--- config.mk ---
export PLATFORM = sky130hd
export DESIGN_NAME = ret_acc_timer
export DESIGN_NICKNAME = d
export VERILOG_FILES = /design/src/rtl/rat_pkg.sv /design/src/rtl/rat_term_cmp.sv /design/src/rtl/rat_ctrl.sv /design/src/rtl/rat_accum.sv /design/src/rtl/ret_acc_timer.sv
export SDC_FILE = /design/constraint.sdc
export NUM_CORES = 1
export LEC_CHECK = 0
export BUFFER_PORTS_ARGS = -buffer_cell sky130_fd_sc_hd__buf_2
export CAP_MARGIN = 25
export CORE_MARGIN = 2
export CORE_UTILIZATION = 51
export CTS_CLUSTER_SIZE = 16
export DETAILED_ROUTE_END_ITERATION = 10
export PLACE_DENSITY_LB_ADDON = 0.12
export RECOVER_POWER = 100
export SLEW_MARGIN = 0
export SYNTH_ARGS = -nofsm -noshare
export SYNTH_HDL_FRONTEND = slang
export SYNTH_SLANG_ARGS = --single-unit
--- constraint.sdc ---
create_clock -name clk_i -period 3.3 [get_ports clk_i]
set_clock_uncertainty 0.2 [all_clocks]
set_input_delay 0.825 -clock clk_i [delete_from_list [all_inputs] [get_ports clk_i]]
set_output_delay 0.825 -clock clk_i [all_outputs]
set_load 0.05 [all_outputs]
--- src/rtl/rat_pkg.sv ---
package rat_pkg;
  typedef enum logic [1:0] {
    ACT_HOLD  = 2'd0,
    ACT_STEP  = 2'd1,
    ACT_CLEAR = 2'd2
  } acc_act_e;
endpackage

--- src/rtl/rat_term_cmp.sv ---
module rat_term_cmp #(
  parameter int CNT_W = 16
) (
  input  logic [CNT_W-1:0] acc_i,
  input  logic [CNT_W-1:0] preset_i,
  output logic             at_preset_o,
  output logic             below_o
);
  assign at_preset_o = (acc_i == preset_i);
  assign below_o     = (acc_i < preset_i);
endmodule

--- src/rtl/rat_ctrl.sv ---
module rat_ctrl
  import rat_pkg::*;
(
  input  logic     clr_i,
  input  logic     en_i,
  input  logic     tick_i,
  input  logic     below_i,
  output acc_act_e act_o
);
  always_comb begin
    if (clr_i)                          act_o = ACT_CLEAR;
    else if (en_i && tick_i && below_i) act_o = ACT_STEP;
    else                                act_o = ACT_HOLD;
  end
endmodule

--- src/rtl/rat_accum.sv ---
module rat_accum
  import rat_pkg::*;
#(
  parameter int CNT_W = 16
) (
  input  logic             clk_i,
  input  logic             rst_ni,
  input  acc_act_e         act_i,
  output logic [CNT_W-1:0] acc_o
);
  localparam logic [CNT_W-1:0] ONE = CNT_W'(1);

  logic [CNT_W-1:0] acc_q;

  always_ff @(posedge clk_i or negedge rst_ni) begin
    if (!rst_ni) acc_q <= '0;
    else begin
      unique case (act_i)
        ACT_CLEAR: acc_q <= '0;
        ACT_STEP:  acc_q <= acc_q + ONE;
        default:   acc_q <= acc_q;
      endcase
    end
  end

  assign acc_o = acc_q;
endmodule

--- src/rtl/ret_acc_timer.sv ---
module ret_acc_timer
  import rat_pkg::*;
#(
  parameter int CNT_W = 16
) (
  input  logic             clk_i,
  input  logic             rst_ni,
  input  logic             tick_i,
  input  logic             en_i,
  input  logic             clr_i,
  input  logic [CNT_W-1:0] preset_i,
  output logic [CNT_W-1:0] acc_o,
  output logic             done_o
);
  logic     at_preset;
  logic     below;
  acc_act_e act;

  rat_term_cmp #(.CNT_W(CNT_W)) u_cmp (
    .acc_i       (acc_o),
    .preset_i    (preset_i),
    .at_preset_o (at_preset),
    .below_o     (below)
  );

  rat_ctrl u_ctrl (
    .clr_i   (clr_i),
    .en_i    (en_i),
    .tick_i  (tick_i),
    .below_i (below),
    .act_o   (act)
  );

  rat_accum #(.CNT_W(CNT_W)) u_acc (
    .clk_i  (clk_i),
    .rst_ni (rst_ni),
    .act_i  (act),
    .acc_o  (acc_o)
  );

  // live gate: done drops with enable, count is retained
  assign done_o = en_i & at_preset;
endmodule

==> results of run 1 <==
[cell usage in the layout, fill, tap and decap left out, drive strengths merged, types with 6 or more instances in the layout]
master,netlist,routed
nand2,10,10
dfrtp,16,16
or4,12,12
buf,4,22
ha,17,17
inv,19,19
o21ai,6,6
clkbuf,2,23
a21oi,19,19
o31ai,12,12
nand3,8,8
[routing by layer]
metal / track usage / routed length, um / vias up
li1: - / - / 646
met1: 0.287 / 1340 / 599
met5: 0 / 0 / -
met2: 0.367 / 1460 / 34
met3: 0.0410 / 161 / 2
met4: 0.0667 / 11 / 0
[kinds of logic (layout without fill, tap and decap cells)]
| logic type | Yosys count | in the layout |
|---|---|---|
| AO/OA/AOI/OAI | 42 | 42 |
| adder cells (fa/ha/maj) | 17 | 17 |
| buffers and inverters | 25 | 64 |
| flip-flops | 16 | 16 |
| multiplexers | 1 | 1 |
| AND/OR/NAND/NOR | 51 | 51 |
[stage by stage]
| step | area (um^2) | worst slack (ns) | util | setup TNS (ns) |
|---|---|---|---|---|
| after floorplan | 1290 | 0.0794 | - | 0 |
| after global placement | 1530 | -0.00489 | 0.627 | -0.00489 |
| after detailed placement | 1530 | -0.0926 | 0.627 | -0.0926 |
| after CTS | 1560 | 0.0245 | 0.639 | 0 |
| after global routing | 1520 | 0.0301 | 0.624 | 0 |
| final | 1520 | 0.115 | 0.624 | 0 |
[report_power, final]
group          total (mW)  internal [mW]  switching (mW)  leakage, nW
clock network       0.104         0.0424          0.0619       0.0138
registers           0.199          0.197         0.00188        0.223
logic              0.0477         0.0181          0.0296        0.492
total               0.351          0.258          0.0934        0.729
[worst min-delay path, stage by stage, from the launching register on]
cell	delay, ns
dfrtp_1	0.42
o31ai_1	0.08
a21oi_1	0.06
[timing repair]
action | 4_1_cts | 5_1_grt
pin swaps | 0 | 1
setup endpoints to repair | 1 | 1
gates resized for setup | 2 | 0
[how the worst max path moves through the flow]
| stage | depth (start not counted) | slack [ns] | startpoint | to |
|---|---|---|---|---|
| 3_5_place_dp | 8 | -0.09 | preset_i[13] | done_o |
| 6_report | 8 | 0.11 | preset_i[13] | done_o |
| 4_1_cts | 8 | 0.02 | preset_i[13] | done_o |
| 3_3_place_gp | 8 | -0.005 | preset_i[15] | done_o |
| 2_1_floorplan | 6 | 0.08 | preset_i[15] | done_o |
| 5_1_grt | 8 | 0.03 | preset_i[13] | done_o |
[cell type report]
| cell class | instances | area share |
|---|---|---|
| clock buffer | 3 | 0.0148 |
| tap | 30 | 0.0247 |
| inverter | 19 | 0.0470 |
| multi-input combinational | 111 | 0.514 |
| timing repair buffer | 42 | 0.136 |
| sequential | 16 | 0.264 |
==> results by group, run 1 <==
STA
  – Slew HR: 0.384
  – Slew Limit Fails: 0
  – Final worst path period share: 0.965
  – Fmax: 0.314 GHz
  – Worst Hold Slack: 0.398 ns
  – RSZ-0062 raised after global routing: no
  – Final setup violation count: 0
  – Worst-Margin Slew: 0.924 ns
  – Final hold vios: 0
  – Post-route minimum period: 3.19 ns

Layout
  – Sequential Area: 400 um^2
  – Fillers: 238
  – N_diodes: 0
  – Multi-input gate area: 781 um^2
  – P&R area growth vs syn: 18.0%
  – Layout Nets: 231
  – Non-Filler Instances: 221
  – Layout cell share with drive strength beyond 1: 0.147
  – Max reg flops: 16

CTS
  – Clock latency on the worst-skew pair: 0.28 ns
  – Postcts setup bufs: 0
  – Clk Tree Root Cell: clkbuf_4
  – Clk sinks: 16
  – CTS Hold Bufs: 0
  – CTS max path bufs: 2
  – H-tree depth: 1
  – Cts bufs inserted: 3
  – Reg clk slew, reported paths: 0.10 ns
  – CTS tree: built

Yosys
  – Post-Synthesis Cells: 152
  – Largest family of logic cells by synthesized area: simple AND/OR/NAND/NOR gates
  – Netlist cell types: 31
  – Share of flip-flops with an asynchronous set or reset: 1.00
  – Post-Synth XOR/XNOR Area: 0
  – Leading area contributor after synthesis: dfrtp_1
  – Post-synth EDFFs: 0
  – Synth Area in Simple Gates: 0.233
  – Area of the mapped netlist: 1290 um^2
  – Primary FF master, synth: dfrtp_1
  – Yosys top cell area share: 0.311
  – Synthesized flop and latch total: 16
  – Sequential fraction of the synthesis area: 0.311
  – Adder-cell share of the synthesized area: 0.165
  – Avg Synthesized Cell Area: 8.47 um^2
  – Most common library cells after synthesis: a21oi_1, inv_1, ha_1
  – Compound-cell area share of the yosys netlist: 0.199
  – Mux share of post-synthesis cell area: 0.00875
  – Top post-synthesis cells by area: dfrtp_1, ha_1, a21oi_1
  – Mapped Nets: 190
  – Yosys warning total: 0

Floorplanning
  – Top-Level Pins: 38
  – Site Rows: 18
  – Die X: 54.2 um
  – Starting Density: 0.529
  – Core box area: 2430 um^2
  – Height of the die: 54.2 um
  – Die Area: 2940 um^2

Placed design
  – # port buffers: 37
  – Gpl congestion: 0.830
  – Post-DP HPWL: 2.25 mm
  – Dpl cells: 218

Hold path
  – Worst min path class: reg -> reg
  – Hold Path Depth: 2
  – Hold path start: u_acc.acc_o[15]$_DFFE_PN0P_
  – Worst Hold End: u_acc.acc_o[15]$_DFFE_PN0P_

Global routing
  – Largest net degree at the start of global routing: 30
  – Vias in the first global route: 1094
  – Global-route wire length before repair: 4.71 mm
  – Congestion Overflow GR: 0
  – Initial antenna violation count: 0
  – Tot GR Track Use: 0.220

Routing
  – Via count: 1281
  – DRC Markers: 0
  – Final wirelength: 2.97 mm
  – TritonRoute pass-1 iters: 4
  – DR WL/cell: 13.5 um
  – Number of antenna-violating nets in the routed design: 0
  – DRT iter0 DRCs: 23
  – Detail-routed via count per cell: 5.80

Setup path
  – WS Path Type: in -> out
  – Crit path cell chain: buf_2 > inv_1 > ha_1 > nand4_1 > nor3_2 > and4_1 > and3_1 > buf_4
  – CP Buf/Inv Count: 3
  – R2r setup slk: 0.55 ns
  – Reg2reg start: u_acc.acc_o[13]$_DFFE_PN0P_
  – Crit. End Element: output pin
  – CP max stage cell: ha_1
  – Critical path arrival: 2.16 ns
  – Crit path required time: 2.27 ns
  – FF-to-FF path depth: 8
  – Largest stage delay, worst path: 0.29 ns
  – Setup crit start kind: primary input
  – R2r endpoint: u_acc.acc_o[15]$_DFFE_PN0P_
  – CP Max Fanout: 3
  – CP top delay family: simple AND/OR/NAND/NOR gates

Pwr
  – PD cells: 231 nW/um^2
  – VDD IR-drop max: 0.166 mV
  – Overall power: 0.351 mW
  – P_leak: 0.729 nW

Flow run
  – Max-Cap Viols: 0

Outcome
  – Status: completed
Note: power is estimated with default switching activity, not from simulation.
==> run 2: changes to the inputs <==
--- a/config.mk
+++ b/config.mk
@@ -11,9 +11,10 @@
 export CORE_UTILIZATION = 51
 export CTS_CLUSTER_SIZE = 16
 export DETAILED_ROUTE_END_ITERATION = 10
+export HOLD_SLACK_MARGIN = 0.06
 export PLACE_DENSITY_LB_ADDON = 0.12
 export RECOVER_POWER = 100
-export SLEW_MARGIN = 0
+export SLEW_MARGIN = 30
 export SYNTH_ARGS = -nofsm -noshare
 export SYNTH_HDL_FRONTEND = slang
 export SYNTH_SLANG_ARGS = --single-unit
==> constraint.sdc (replaced) <==
create_clock -name clk_i -period 3.1 [get_ports clk_i]
set_clock_uncertainty 0.2 [all_clocks]
set_input_delay 0.775 -clock clk_i [delete_from_list [all_inputs] [get_ports clk_i]]
set_output_delay 0.775 -clock clk_i [all_outputs]
set_load 0.05 [all_outputs]
==> run 2 against run 1 <==
  * Routed wire length is 9.7% higher
  * Via count up 3.2%
  * Register-to-register slack lost 0.21 ns
  * Sequential cell count is the same
  * Setup slack worse by 0.10 ns
  * Count of clock-buffer cells in the layout unchanged
  * Combinational power increased by 24%
  * Design area increased by 8.2%
  * Global-route usage is 2.8 points higher
==> results by group, run 2 (synthesized netlist as in run 1, its figures left out) <==
CTS
  – CTS Hold Bufs: 0 (unchanged)
  – Clock latency on the worst-skew pair: 0.28 ns (about the same)
  – Clk Tree Root Cell: clkbuf_4 (unchanged)
  – Reg clk slew, reported paths: 0.10 ns (about the same)
  – H-tree depth: 1 (unchanged)
  – Cts bufs inserted: 3 (unchanged)
  – CTS max path bufs: 2 (unchanged)
  – CTS tree: built (unchanged)
  – Clk sinks: 16 (unchanged)

Pwr
  – P_leak: 0.764 nW (was 0.729 nW)
  – Power Internal: 0.280 mW (was 0.258 mW)
  – VDD IR-drop max: 0.252 mV (was 0.166 mV)
  – Sw Share: 0.267 (was 0.266)
  – PD cells: 232 nW/um^2 (was 231 nW/um^2)
  – Seq pwr share: 0.555 (was 0.567)
  – Clock power share: 0.291 (was 0.297)
  – Net Sw Power: 0.102 mW (was 0.0934 mW)
  – Logic pwr share: 0.155 (was 0.136)

Setup path
  – CP Max Fanout: 3 (unchanged)
  – Crit path required time: 2.12 ns (was 2.27 ns)
  – CP max stage cell: ha_4 (was ha_1)
  – Crit path cell chain: buf_6 > inv_4 > ha_4 > nand4_1 > nor3_2 > and4_1 > and3_4 > buf_8 (was buf_2 > inv_1 > ha_1 > nand4_1 > nor3_2 > and4_1 > and3_1 > buf_4)
  – WS Path Type: in -> out (unchanged)
  – CP Buf/Inv Count: 3 (unchanged)
  – Setup crit start kind: primary input (unchanged)
  – CP top delay family: simple AND/OR/NAND/NOR gates (unchanged)
  – Critical path arrival: 2.11 ns (was 2.16 ns)
  – Largest stage delay, worst path: 0.25 ns (was 0.29 ns)
  – Crit. End Element: output pin (unchanged)

Routing
  – Number of antenna-violating nets in the routed design: 0 (unchanged)
  – Via count: 1322 (was 1281)
  – DRT iter0 DRCs: 24 (was 23)
  – Detail-routed via count per cell: 5.93 (was 5.80)
  – Final wirelength: 3.26 mm (was 2.97 mm)
  – TritonRoute pass-1 iters: 4 (unchanged)
  – DRC Markers: 0 (unchanged)
  – DR WL/cell: 14.6 um (was 13.5 um)

Floorplanning
  – Height of the die: 54.2 um (unchanged)
  – Die Area: 2940 um^2 (unchanged)
  – Top-Level Pins: 38 (unchanged)
  – Die X: 54.2 um (unchanged)
  – Core box area: 2430 um^2 (unchanged)
  – Starting Density: 0.529 (unchanged)
  – Site Rows: 18 (unchanged)

STA
  – Slew Limit Fails: 0 (unchanged)
  – Fmax: 0.324 GHz
  – Post-Route Setup TNS: 0 ns (unchanged)
  – Final worst path period share: 0.996
  – Final hold vios: 0 (unchanged)
  – Worst Hold Slack: 0.387 ns (was 0.398 ns)
  – Final setup violation count: 0 (unchanged)
  – Post-route minimum period: 3.09 ns
  – RSZ-0062 raised after global routing: yes (was no)
  – Slew HR: 0.395 (was 0.384)
  – Worst-Margin Slew: 0.908 ns (was 0.924 ns)

Outcome
  – Status: completed (unchanged)

Flow run
  – Max-Cap Viols: 0 (unchanged)

Layout
  – Layout cell share with drive strength beyond 1: 0.238 (was 0.147)
  – Post-route cell area: 1640 um^2 (was 1520 um^2)
  – N_diodes: 0 (unchanged)
  – Max reg flops: 16 (unchanged)
  – P&R area growth vs syn: 27.7% (was 18.0%)
  – Fillers: 235 (was 238)
  – Commonest non-fill, non-tap cells in the layout: a21oi_1, buf_2, dfrtp_1 (was inv_1, a21oi_1, buf_2, clkbuf_1, ha_1)
  – Layout Nets: 233 (was 231)

Global routing
  – Tot GR Track Use: 0.248 (was 0.220)
  – Vias in the first global route: 1240 (was 1094)
  – Congestion Overflow GR: 0 (unchanged)
  – Global-route wire length before repair: 5.29 mm (was 4.71 mm)
  – Largest net degree at the start of global routing: 30 (unchanged)
  – Initial antenna violation count: 0 (unchanged)

Placed design
  – Placed instance area: 1530 um^2 (about the same)
  – Gpl congestion: 0.828 (was 0.830)
  – # port buffers: 37 (unchanged)
  – Post-DP HPWL: 2.40 mm (was 2.25 mm)

Hold path
  – Worst min path class: in -> async (was reg -> reg)
## run 2: changes by cell type in the layout (fill, tap and decap cells not counted), sizes merged
cell,before,now
buf,22,31
clkbuf,23,16
## run 2: power by group through the flow
stage / clock [mW] / combinational, mW / sequential [mW]
2_1_floorplan: 0 / 0.0233 / 0.220
3_3_place_gp: 0 / 0.0489 / 0.216
3_5_place_dp: 0 / 0.0517 / 0.216
4_1_cts: 0.116 / 0.0527 / 0.212
5_1_grt: 0.128 / 0.0681 / 0.212
6_report: 0.111 / 0.0591 / 0.212
## run 2: per-layer routing
layer / vias to the layer above / track usage / part of all wire
met2: 34 / 0.448 / 0.53
li1: 657 / - / -
met4: 0 / 0.0750 / 0.010
met3: 6 / 0.0328 / 0.041
met5: - / 0 / 0
met1: 625 / 0.304 / 0.42
## run 2: repair_timing
| action | in CTS | in global routing |
|---|---|---|
| resized for setup | 2 | 16 |
| cloned | 0 | 0 |
| setup buffers | 1 | 1 |
| pin swaps | 1 | 8 |
| endpoints found under the setup margin | 1 | 1 |
## run 2: area by class of cell
class / count / area (um^2) / area share
clock buffer: 3 / 22.5 / 0.0137
inverter: 19 / 73.8 / 0.0449
multi-input combinational: 111 / 841 / 0.511
timing repair buffer: 44 / 269 / 0.164
tap: 30 / 37.5 / 0.0228
sequential: 16 / 400 / 0.244
## run 2: through the flow
step | util | worst slack [ns] | std cells | power (mW)
floorplan | - | 0.0996 | 152 | 0.243
global placement | 0.628 | -0.123 | 218 | 0.265
detailed placement | 0.628 | -0.205 | 218 | 0.267
CTS | 0.643 | 0.00676 | 222 | 0.381
global route | 0.676 | -0.0983 | 223 | 0.408
finish | 0.676 | 0.0115 | 223 | 0.382
## run 2: worst reg2reg max path, cell delays in order, from the launching register on
cell and delay (ns):
dfrtp_1 0.47, ha_4 0.27, buf_4 0.12, a211oi_1 0.25, nor2_1 0.11, nor3_2 0.25
nand4_1 0.17, buf_4 0.20, or4_1 0.47, a21oi_1 0.17
## run 2: path summary, 6_finish.rpt
kind	startpoint	endpoint	slack [ns]	cells past startpoint
max	preset_i[15]	done_o	0.01	8
min in group clk_i	u_acc.acc_o[11]$_DFFE_PN0P_	u_acc.acc_o[11]$_DFFE_PN0P_	0.42	2
max reg2reg	u_acc.acc_o[13]$_DFFE_PN0P_	u_acc.acc_o[8]$_DFFE_PN0P_	0.34	9
min	rst_ni	u_acc.acc_o[3]$_DFFE_PN0P_	0.39	1
min reg2reg	u_acc.acc_o[11]$_DFFE_PN0P_	u_acc.acc_o[11]$_DFFE_PN0P_	0.42	2
max in group asynchronous	rst_ni	u_acc.acc_o[8]$_DFFE_PN0P_	1.76	1
